[config.mk]
export PLATFORM = sky130hd
export DESIGN_NAME = chip_sel_decoder
export DESIGN_NICKNAME = d
export VERILOG_FILES = /design/src/rtl/csd_pkg.sv /design/src/rtl/csd_match.sv /design/src/rtl/csd_prio.sv /design/src/rtl/csd_seq.sv /design/src/rtl/csd_strobe.sv /design/src/rtl/chip_sel_decoder.sv
export SDC_FILE = /design/constraint.sdc
export NUM_CORES = 1
export LEC_CHECK = 0
export ABC_AREA = 1
export BUFFER_PORTS_ARGS = -buffer_cell sky130_fd_sc_hd__buf_2
export CELL_PAD_IN_SITES_DETAIL_PLACEMENT = 0
export CELL_PAD_IN_SITES_GLOBAL_PLACEMENT = 2
export CORE_MARGIN = 2
export CORE_UTILIZATION = 26
export DETAILED_ROUTE_END_ITERATION = 7
export GPL_TIMING_DRIVEN = 0
export PLACE_DENSITY = 0.89
export SYNTH_ARGS = -nofsm -noshare
export SYNTH_HDL_FRONTEND = slang
export SYNTH_HIERARCHICAL = 1
export SYNTH_SLANG_ARGS = --single-unit
[constraint.sdc]
create_clock -name clk -period 6.88 [get_ports clk]
set_input_delay 1.72 -clock clk [delete_from_list [all_inputs] [get_ports clk]]
set_output_delay 1.72 -clock clk [all_outputs]
set_load 0.02 [all_outputs]
[src/rtl/csd_pkg.sv]
package csd_pkg;

   // Port-width codes carried per window and presented on port_width.
   typedef enum logic [1:0] {
      PW_8    = 2'd0,
      PW_16   = 2'd1,
      PW_32   = 2'd2,
      PW_RSVD = 2'd3
   } pw_e;

   localparam int PW_BITS = 2;

endpackage

[src/rtl/csd_match.sv]
// Aligned window compare for one chip select.
module csd_match #(
   parameter int ADDR_W = 24,
   parameter int SZ_W   = 5
) (
   input  logic [ADDR_W-1:0] addr,
   input  logic [ADDR_W-1:0] base,
   input  logic [SZ_W-1:0]   size_log2,
   input  logic              en,
   output logic              hit
);

   logic [ADDR_W-1:0] keep;

   always_comb begin
      if (32'(size_log2) >= ADDR_W) begin
         keep = '0;
      end else begin
         keep = ~((ADDR_W'(1) << size_log2) - ADDR_W'(1));
      end
      hit = en && (((addr ^ base) & keep) == '0);
   end

endmodule

[src/rtl/csd_prio.sv]
// Fixed priority select: the lowest set request index wins.
module csd_prio #(
   parameter int N  = 4,
   parameter int IW = 2
) (
   input  logic [N-1:0]  req,
   output logic          any,
   output logic [IW-1:0] idx
);

   always_comb begin
      any = |req;
      idx = '0;
      for (int i = N - 1; i >= 0; i--) begin
         if (req[i]) idx = IW'(i);
      end
   end

endmodule

[src/rtl/csd_seq.sv]
// Transfer sequencer: accepts a start, counts wait states, acks beats.
module csd_seq #(
   parameter int WAIT_W = 4,
   parameter int BEAT_W = 2,
   parameter int IW     = 2
) (
   input  logic              clk,
   input  logic              rst,
   input  logic              start,
   input  logic              write,
   input  logic [BEAT_W-1:0] nbeats_m1,
   input  logic              hit,
   input  logic [IW-1:0]     hit_idx,
   input  logic              hit_ro,
   input  logic [WAIT_W-1:0] hit_pwait,
   input  logic [WAIT_W-1:0] hit_swait,
   input  logic [1:0]        hit_width,
   output logic              active,
   output logic              first,
   output logic              ack,
   output logic              berr,
   output logic [IW-1:0]     cur_idx,
   output logic              cur_wr,
   output logic [1:0]        cur_width
);

   logic [WAIT_W-1:0] cnt;
   logic [WAIT_W-1:0] swait_q;
   logic [BEAT_W-1:0] beats_left;
   logic              accept;
   logic              blocked;

   assign blocked = hit && write && hit_ro;
   assign accept  = !active && start && hit && !blocked;
   assign ack     = active && (cnt == '0);

   always_ff @(posedge clk) begin
      if (rst) begin
         active     <= 1'b0;
         first      <= 1'b0;
         berr       <= 1'b0;
         cnt        <= '0;
         swait_q    <= '0;
         beats_left <= '0;
         cur_idx    <= '0;
         cur_wr     <= 1'b0;
         cur_width  <= '0;
      end else begin
         berr <= !active && start && blocked;
         if (accept) begin
            active     <= 1'b1;
            first      <= 1'b1;
            cnt        <= hit_pwait;
            swait_q    <= hit_swait;
            beats_left <= nbeats_m1;
            cur_idx    <= hit_idx;
            cur_wr     <= write;
            cur_width  <= hit_width;
         end else if (active) begin
            first <= 1'b0;
            if (cnt == '0) begin
               if (beats_left == '0) begin
                  active    <= 1'b0;
                  cur_width <= '0;
               end else begin
                  beats_left <= beats_left - BEAT_W'(1);
                  cnt        <= swait_q;
               end
            end else begin
               cnt <= cnt - WAIT_W'(1);
            end
         end
      end
   end

endmodule

[src/rtl/csd_strobe.sv]
// Per-window strobe generation from the sequencer state.
module csd_strobe #(
   parameter int NUM_CS = 4,
   parameter int IW     = 2
) (
   input  logic              active,
   input  logic              first,
   input  logic [IW-1:0]     idx,
   input  logic              wr,
   output logic [NUM_CS-1:0] cs_n,
   output logic [NUM_CS-1:0] oe_n,
   output logic [NUM_CS-1:0] we_n,
   output logic              adv_n
);

   for (genvar i = 0; i < NUM_CS; i++) begin : g_cs
      logic sel;
      assign sel     = active && (idx == IW'(i));
      assign cs_n[i] = !sel;
      assign oe_n[i] = !(sel && !wr);
      assign we_n[i] = !(sel && wr);
   end

   assign adv_n = !(active && first);

endmodule

[src/rtl/chip_sel_decoder.sv]
module chip_sel_decoder
   import csd_pkg::*;
#(
   parameter int NUM_CS = 4,
   parameter int ADDR_W = 24,
   parameter int WAIT_W = 4,
   parameter int BEAT_W = 2,
   parameter int SZ_W   = $clog2(ADDR_W + 1)
) (
   input  logic                     clk,
   input  logic                     rst,
   input  logic [NUM_CS-1:0]        cfg_en,
   input  logic [NUM_CS*ADDR_W-1:0] cfg_base,
   input  logic [NUM_CS*SZ_W-1:0]   cfg_size,
   input  logic [NUM_CS*2-1:0]      cfg_width,
   input  logic [NUM_CS-1:0]        cfg_ro,
   input  logic [NUM_CS*WAIT_W-1:0] cfg_pwait,
   input  logic [NUM_CS*WAIT_W-1:0] cfg_swait,
   input  logic                     bus_start,
   input  logic [ADDR_W-1:0]        bus_addr,
   input  logic                     bus_write,
   input  logic [BEAT_W-1:0]        bus_nbeats_m1,
   output logic [NUM_CS-1:0]        cs_n,
   output logic [NUM_CS-1:0]        oe_n,
   output logic [NUM_CS-1:0]        we_n,
   output logic                     adv_n,
   output logic                     ack,
   output logic                     berr,
   output logic                     busy,
   output logic [1:0]               port_width
);

   localparam int IW = (NUM_CS > 1) ? $clog2(NUM_CS) : 1;

   initial begin
      assert (NUM_CS >= 1 && NUM_CS <= 32) else $error("NUM_CS out of range");
      assert (ADDR_W >= 8 && ADDR_W <= 32) else $error("ADDR_W out of range");
      assert (WAIT_W >= 1 && WAIT_W <= 8)  else $error("WAIT_W out of range");
      assert (BEAT_W >= 1 && BEAT_W <= 4)  else $error("BEAT_W out of range");
      assert ((1 << SZ_W) > ADDR_W)        else $error("SZ_W too narrow");
      assert (PW_BITS == 2)                else $error("width code must be 2 bits");
   end

   logic [NUM_CS-1:0] hit_vec;
   logic [WAIT_W-1:0] pw_arr [NUM_CS];
   logic [WAIT_W-1:0] sw_arr [NUM_CS];
   logic [1:0]        wd_arr [NUM_CS];

   for (genvar i = 0; i < NUM_CS; i++) begin : g_win
      csd_match #(.ADDR_W(ADDR_W), .SZ_W(SZ_W)) u_match (
         .addr      (bus_addr),
         .base      (cfg_base[i*ADDR_W +: ADDR_W]),
         .size_log2 (cfg_size[i*SZ_W +: SZ_W]),
         .en        (cfg_en[i]),
         .hit       (hit_vec[i])
      );
      assign pw_arr[i] = cfg_pwait[i*WAIT_W +: WAIT_W];
      assign sw_arr[i] = cfg_swait[i*WAIT_W +: WAIT_W];
      assign wd_arr[i] = cfg_width[i*2 +: 2];
   end

   logic          any_hit;
   logic [IW-1:0] hit_idx;

   csd_prio #(.N(NUM_CS), .IW(IW)) u_prio (
      .req (hit_vec),
      .any (any_hit),
      .idx (hit_idx)
   );

   logic [IW-1:0] cur_idx;
   logic          cur_wr;
   logic          first;

   csd_seq #(.WAIT_W(WAIT_W), .BEAT_W(BEAT_W), .IW(IW)) u_seq (
      .clk       (clk),
      .rst       (rst),
      .start     (bus_start),
      .write     (bus_write),
      .nbeats_m1 (bus_nbeats_m1),
      .hit       (any_hit),
      .hit_idx   (hit_idx),
      .hit_ro    (cfg_ro[hit_idx]),
      .hit_pwait (pw_arr[hit_idx]),
      .hit_swait (sw_arr[hit_idx]),
      .hit_width (wd_arr[hit_idx]),
      .active    (busy),
      .first     (first),
      .ack       (ack),
      .berr      (berr),
      .cur_idx   (cur_idx),
      .cur_wr    (cur_wr),
      .cur_width (port_width)
   );

   csd_strobe #(.NUM_CS(NUM_CS), .IW(IW)) u_strobe (
      .active (busy),
      .first  (first),
      .idx    (cur_idx),
      .wr     (cur_wr),
      .cs_n   (cs_n),
      .oe_n   (oe_n),
      .we_n   (we_n),
      .adv_n  (adv_n)
   );

endmodule

==> flow_summary.ini, run 1 <==
[power]
powerDensity_mw_per_mm2 = 87.3
power_leakage_nw = 4.27
switchingPower_mw = 0.287
p_clk_share_pct = 20.0
pwr-share-seq_pct = 17.4
vdd_ir_drop_max_v = 0.0000783
total_power_mw = 0.639
p_comb_share_pct = 62.6
p_int_mw = 0.351
swShare_pct = 45.0

[synth]
syn_avg_cell_area_um2 = 5.09
ys_ff_latch = 18
yosysTopAreaCell = nand2_1
synth.net_count = 1350
syn_area_mm2 = 0.00585
synth_top_area_share_pct = 22.8
synthCells = 1150
ys_seq_area_share_pct = 6.16
yosysUniqueCellTypes = 34
ys_top_cells_by_area = nand2_1 23%, nand3_1 14%, nor2_1 11%
ys_warn_count = 6

[timing]
relSlewSlack_pct = 71.7
whs_ps = 470
tightestPinTransition_ps = 425
fin_skew_ps = 2.73
fin_crit_sh_pct = 78.4
rsz0062_at_grt = no
slew_viol_final = 0
fin_crit_ps = 5390
setup-violations-final = 0
setup-tns-final_ps = 0
fmax_mhz = 185
hold_violations = 0

[drt]
drt_first_pass_iters = 7
wirelength_mm = 24.4
via_count = 7556
drc = 2
drt-initial-drc-count = 478
wl_per_cell_um = 14.9
via_per_inst = 4.61
antenna_left = 0

[floorplanning]
die_width_um = 154
die_area_mm2 = 0.0237
core_area_mm2 = 0.0220
initial_core_util_pct = 26.7
pin_count = 212
rows = 54
die_y_um = 154

[clock_tree]
clk_pin_slew_worst_paths_ps = 50
cts_tree = built
clock-sinks = 18
cts_resized = 0
cts_hold_buf = 0
cts_htree_levels = 1
cts-root-buf = clkbuf_16
clock_path_buffers = 2
clock_latency_ps = 250
postCtsSetupBuffers = 0
numCtsBuffers = 3

[cells_and_area]
final_common_cell = nand2_1
final_cell_area_mm2 = 0.00731
final_cell_mix = 356 x nand2_1, 208 x buf_2, 173 x nor2_1
area_growth_pct = 24.9
drive_gt1_share_pct = 22.6
nets = 1558

[worst_setup_path]
required_ps = 7020
crit_start = cfg_size[17]
critPathLaunchType = primary input
worstSetupEndpointType = flip-flop
path_class = primary input to flip-flop
r2r-start = u_seq/cnt[0]
cp_max_fo = 10
worstPathArrival_ps = 5530

[global_route]
grt_pass1_wl_mm = 37.3
grt_max_degree = 11
grtUsageMet1_pct = 25.8
antenna_found_initial = 4
use_met2_pct = 35.3
grt_overflow = 0
busiest_layer = met2
first_global_vias = 6982
use_met3_pct = 2.48
grt_use_total_pct = 19.8

[outcome]
status = finished, violations left
violations = design-rule violations

[hold_path]
hp-start = u_seq/first
hold_path.class = flip-flop to flip-flop

[placed_design]
dpl.hpwl_mm = 20.7
placed_area_mm2 = 0.00722
gp_congestion = 0.916
portBuffers = 203

[run]
maxCapViolations = 0
-- state kept, by name (all words and copies together), names as in the netlist --
name and flops:
u_seq/cur_wr 1, u_seq/first 1, u_seq/cur_width 2, u_seq/berr 1, u_seq/cnt 4, u_seq/cur_idx 2, u_seq/active 1, u_seq/swait_q 4
u_seq/beats_left 2
-- logic make-up (layout without fill, tap and decap cells) --
| logic type | after synthesis | count (layout) | synth area share (%) |
|---|---|---|---|
| AND/OR/NAND/NOR | 753 | 753 | 55.7 |
| buffers and inverters | 208 | 415 | 16.5 |
| AO/OA/AOI/OAI | 90 | 90 | 9.13 |
| XOR/XNOR | 75 | 75 | 11.2 |
| flip-flops | 18 | 18 | 6.16 |
| adder cells (fa/ha/maj) | 6 | 6 | 1.28 |
| other | 0 | 2 | 0 |
-- worst max-delay path, cell delays in order --
cell and delay (ps):
buf_6 120, nor2_1 310, nand3_1 160, nor2_1 160, inv_1 60, ha_1 290, inv_1 110, nand4_1 100
nand3_1 110, nand2_1 50, nor2_1 110, nand2_1 90, nor2_2 110, nand3_1 90, a21oi_2 210, inv_1 90
a21oi_2 210, clkbuf_1 370, nand3_1 160, nand2_1 160, nand2_1 120, nand3_4 200, nand2_2 150, o21ai_0 180
nor2_1 70
-- routing by layer --
layer | share of wire [%] | vias up
met5 | 0.10 | -
met4 | 1.8 | 4
met3 | 4.7 | 22
met2 | 47 | 196
met1 | 46 | 3322
li1 | - | 4012
-- power by group through the flow --
stage	clock (mW)	sequential [mW]	combinational [mW]
2_1_floorplan	0	0.113	0.249
3_5_place_dp	0	0.114	0.400
5_1_grt	0.135	0.112	0.451
6_report	0.128	0.111	0.400
4_1_cts	0.131	0.111	0.402
3_3_place_gp	0	0.114	0.400
-- layout make-up --
type / instances / area, um2
Fill cell: 2614 / 14600
Multi-Input combinational cell: 924 / 4530
Timing Repair Buffer: 203 / 1020
Inverter: 170 / 643
Sequential cell: 18 / 360
Tap cell: 280 / 350
Buffer: 38 / 324
Clock buffer: 4 / 88.8
Antenna cell: 2 / 5.00
-- per-stage QoR --
| stage | setup WS (ps) | util, % | std cells |
|---|---|---|---|
| after floorplan | 2120 | - | 1150 |
| after global placement | 1250 | 32.9 | 1633 |
| after detailed placement | 1260 | 32.9 | 1633 |
| after CTS | 1490 | 33.3 | 1637 |
| after global routing | 1090 | 33.3 | 1637 |
| final | 1490 | 33.3 | 1639 |
-- path summary, 6_finish.rpt --
path	to	slack, ps	depth (start not counted)
min reg2reg	u_seq/first	470	2
max	u_seq/cnt[2]	1490	25
min	u_seq/first	470	2
max reg2reg	u_seq/beats_left[1]	5460	9
-- cells in the mapped netlist --
cell / number
nor2_4: 6
nand2_2: 9
ha_1: 6
inv_2: 12
dfxtp_1: 18
o31a_1: 1
clkbuf_1: 1
a21oi_1: 30
a41o_2: 3
nand3_1: 161
clkbuf_2: 1
o21ai_1: 1
nor2_1: 173
xor2_1: 61
nand2_1: 356
buf_2: 5
nor3_1: 8
buf_4: 18
nand3_2: 10
nand4_1: 17
xnor2_1: 14
o21ai_2: 3
nand2_4: 1
o21ai_0: 35
o31ai_1: 3
nand3_4: 1
inv_6: 1
o211ai_1: 4
buf_12: 1
a21oi_2: 6
inv_1: 157
o21bai_1: 4
nor2_2: 11
buf_6: 12
Note: power is estimated with default switching activity, not from simulation.
==> inputs of run 2 (changes only) <==
--- a/config.mk
+++ b/config.mk
@@ -5,15 +5,15 @@
 export SDC_FILE = /design/constraint.sdc
 export NUM_CORES = 1
 export LEC_CHECK = 0
-export ABC_AREA = 1
+export ABC_AREA = 0
 export BUFFER_PORTS_ARGS = -buffer_cell sky130_fd_sc_hd__buf_2
 export CELL_PAD_IN_SITES_DETAIL_PLACEMENT = 0
 export CELL_PAD_IN_SITES_GLOBAL_PLACEMENT = 2
 export CORE_MARGIN = 2
-export CORE_UTILIZATION = 26
+export CORE_UTILIZATION = 23
 export DETAILED_ROUTE_END_ITERATION = 7
 export GPL_TIMING_DRIVEN = 0
-export PLACE_DENSITY = 0.89
+export PLACE_DENSITY = 0.8
 export SYNTH_ARGS = -nofsm -noshare
 export SYNTH_HDL_FRONTEND = slang
 export SYNTH_HIERARCHICAL = 1
==> constraint.sdc (replaced) <==
create_clock -name clk -period 4.65 [get_ports clk]
set_input_delay 1.1625 -clock clk [delete_from_list [all_inputs] [get_ports clk]]
set_output_delay 1.1625 -clock clk [all_outputs]
set_load 0.02 [all_outputs]
==> run 2 against run 1 <==
  * The flow finishes with violations (negative setup slack)
  * Count of clock-buffer cells in the layout unchanged
  * Global-route usage fell by 0.72 points
  * Clock skew about the same
  * Critical path type unchanged
  * Largest cell class unchanged
==> flow_summary.ini, run 2 <==
[drt]
wl_per_cell_um = 19.1
via_per_inst = 5.17
wirelength_mm = 20.5
drc = 0
via_count = 5527
antenna_left = 0
drt-initial-drc-count = 219
drt_first_pass_iters = 4

[clock_tree]
numCtsBuffers = 3
clock_path_buffers = 2
clk_pin_slew_worst_paths_ps = 60
cts_hold_buf = 0
clock_latency_ps = 250
cts_htree_levels = 1
cts-root-buf = clkbuf_16
cts_tree = built
clock-sinks = 18

[timing]
setup-violations-final = 18
tightestPinTransition_ps = 711
setup-tns-final_ps = -6370
fin_skew_ps = 2.70
slew_viol_final = 0
fmax_mhz = 195
hold_violations = 0
relSlewSlack_pct = 52.6
fin_crit_sh_pct = 110
rsz0062_at_grt = yes
setup_ws_ps = -476
fin_crit_ps = 5130

[worst_setup_path]
cp_top_family = compound AO/OA/AOI/OAI gates
crit_path_cell_trace = buf_6 > buf_8 > or3_4 > or3_4 > ha_4 > or4_4 > a21oi_2 > o32ai_2 > a2111oi_4 > o2111ai_2 > a21oi_2 > inv_2 > a21oi_4 > buf_6 > mux4_2 > nand2_2 > nand2b_1 > buf_6 > buf_8 > a311oi_2
path_buf_inv = 6
critPathLaunchType = primary input
required_ps = 4820
cpMostUsedCell = buf_6
path_class = primary input to flip-flop
cp_max_fo = 5
worstSetupEndpointType = flip-flop
slowest_delay_ps = 560
slowest_stage = mux4_2
worstPathArrival_ps = 5290
reg2reg_slack_ps = 2850

[synth]
ys_ff_latch = 18
synth.net_count = 797
synth_edf_count = 0
yosysMostFrequentCell = nand2_1
async_reset_ff_share_pct = 0
synthCells = 597
synth_flop_cell = dfxtp_1
ys_top_cells_by_area = xor2_1 11%, xnor2_1 8.7%, dfxtp_1 8.2%
syn_area_mm2 = 0.00442
ys_top_cells_by_count = 59 x nand2_1, 55 x xor2_1, 50 x a21oi_1
ys_seq_area_share_pct = 8.16
synth_top_area_share_pct = 10.9
yosysTopAreaCell = xor2_1
ys_warn_count = 6
syn_avg_cell_area_um2 = 7.40
yosysUniqueCellTypes = 79

[cells_and_area]
final_cell_area_mm2 = 0.00640
fill_cells = 2048
multi_input_area_mm2 = 0.00394
final_common_cell = buf_2
drive_gt1_share_pct = 43.2
nets = 1034
fin_util_pct = 34.1
area_growth_pct = 45.0
top_regs = u_seq/cnt (4), u_seq/swait_q (4)
final_cell_mix = 220 x buf_2, 55 x xor2_1, 53 x nand2_1
seq_area_um2 = 360

[placed_design]
placed_area_mm2 = 0.00579
gp_congestion = 0.905
portBuffers = 208
dpl.hpwl_mm = 16.5

[floorplanning]
rows = 50
die_width_um = 143
pin_count = 212
core_area_mm2 = 0.0188
die_area_mm2 = 0.0203
die_y_um = 143
initial_core_util_pct = 23.5

[global_route]
grt_pass1_wl_mm = 30.0
antenna_found_initial = 6
grt_use_total_pct = 19.1
grt_overflow = 0
first_global_vias = 5239
grt_max_degree = 12

[power]
vdd_ir_drop_max_v = 0.0000873
power_leakage_nw = 2.52
switchingPower_mw = 0.363
p_clk_share_pct = 21.6
swShare_pct = 40.3
p_int_mw = 0.538
p_comb_share_pct = 59.7
pwr-share-seq_pct = 18.7
powerDensity_mw_per_mm2 = 141

[outcome]
violations = negative setup slack
status = finished, violations left

[run]
maxCapViolations = 0

[hold_path]
hold_path.class = flip-flop to flip-flop
[run 2: cell count changes after synthesis, moves of 20 or more]
cell | previous run | this run
nand2_1 | 356 | 59
xnor2_1 | 14 | 44
nor2_1 | 173 | 31
inv_1 | 157 | 13
nand3_1 | 161 | 17
a21oi_1 | 30 | 50
[run 2: power groups by stage]
stage	registers, mW	logic [mW]	clock network (mW)
3_3_place_gp	0.171	0.495	0
2_1_floorplan	0.170	0.290	0
5_1_grt	0.169	0.583	0.202
4_1_cts	0.168	0.519	0.198
6_report	0.169	0.538	0.195
3_5_place_dp	0.171	0.492	0
[run 2: area by class of cell]
type                    count  share of cell area, %
inverters                  15                  0.879
clock buffers               4                   1.39
plain buffers              50                   6.27
repair buffers            233                   19.7
multi-input cells         513                   61.5
diodes                      3                  0.117
flip-flops and latches     18                   5.63
well taps                 234                   4.57
[run 2: cells by family (layout without fill, tap and decap cells)]
family | after synthesis | count (layout) | synth area share, %
multiplexers | 11 | 11 | 5.69
AO/OA/AOI/OAI | 201 | 201 | 30.7
buffers and inverters | 66 | 302 | 9.55
AND/OR/NAND/NOR | 196 | 196 | 24.6
flip-flops | 18 | 18 | 8.16
other | 0 | 3 | 0
adder cells (fa/ha/maj) | 6 | 6 | 1.70
XOR/XNOR | 99 | 99 | 19.6
[run 2: worst paths after layout]
path,start,end,depth (start not counted)
worst min-delay path,u_seq/cur_width[1],u_seq/cur_width[1],2
worst max register to register,u_seq/cnt[0],u_seq/cur_width[0],6
worst min register to register,u_seq/cur_width[1],u_seq/cur_width[1],2
worst max-delay path,cfg_size[6],u_seq/beats_left[0],20
[run 2: metrics by stage]
stage	total power, mW	hold slack, ps	setup WS, ps	cells
after global routing	0.955	485	-629	1068
final	0.902	468	-476	1070
after detailed placement	0.663	456	-1260	1039
after floorplan	0.460	432	-378	597
after CTS	0.886	459	-430	1065
after global placement	0.666	443	-1300	1039
[run 2: worst min-delay path: stages, from the launching register on]
cell and delay [ps]:
dfxtp_1 310, nand3_2 70, a21oi_2 40
[run 2: routing by layer]
metal  global-route usage [%]  vias to the layer above  share of wire (%)
li1                         -                     2700                  -
met1                     25.5                     2521                 44
met2                     32.1                      280                 47
met3                     3.33                       22                7.8
met4                     3.91                        4                1.8
met5                        0                        -               0.13
[run 2: what timing repair did]
action | CTS | global route
resized for setup | 40 | 34
pin swaps | 21 | 17
gates cloned | 1 | 0
setup endpoints to repair | 18 | 18
buffers inserted | 22 | 3
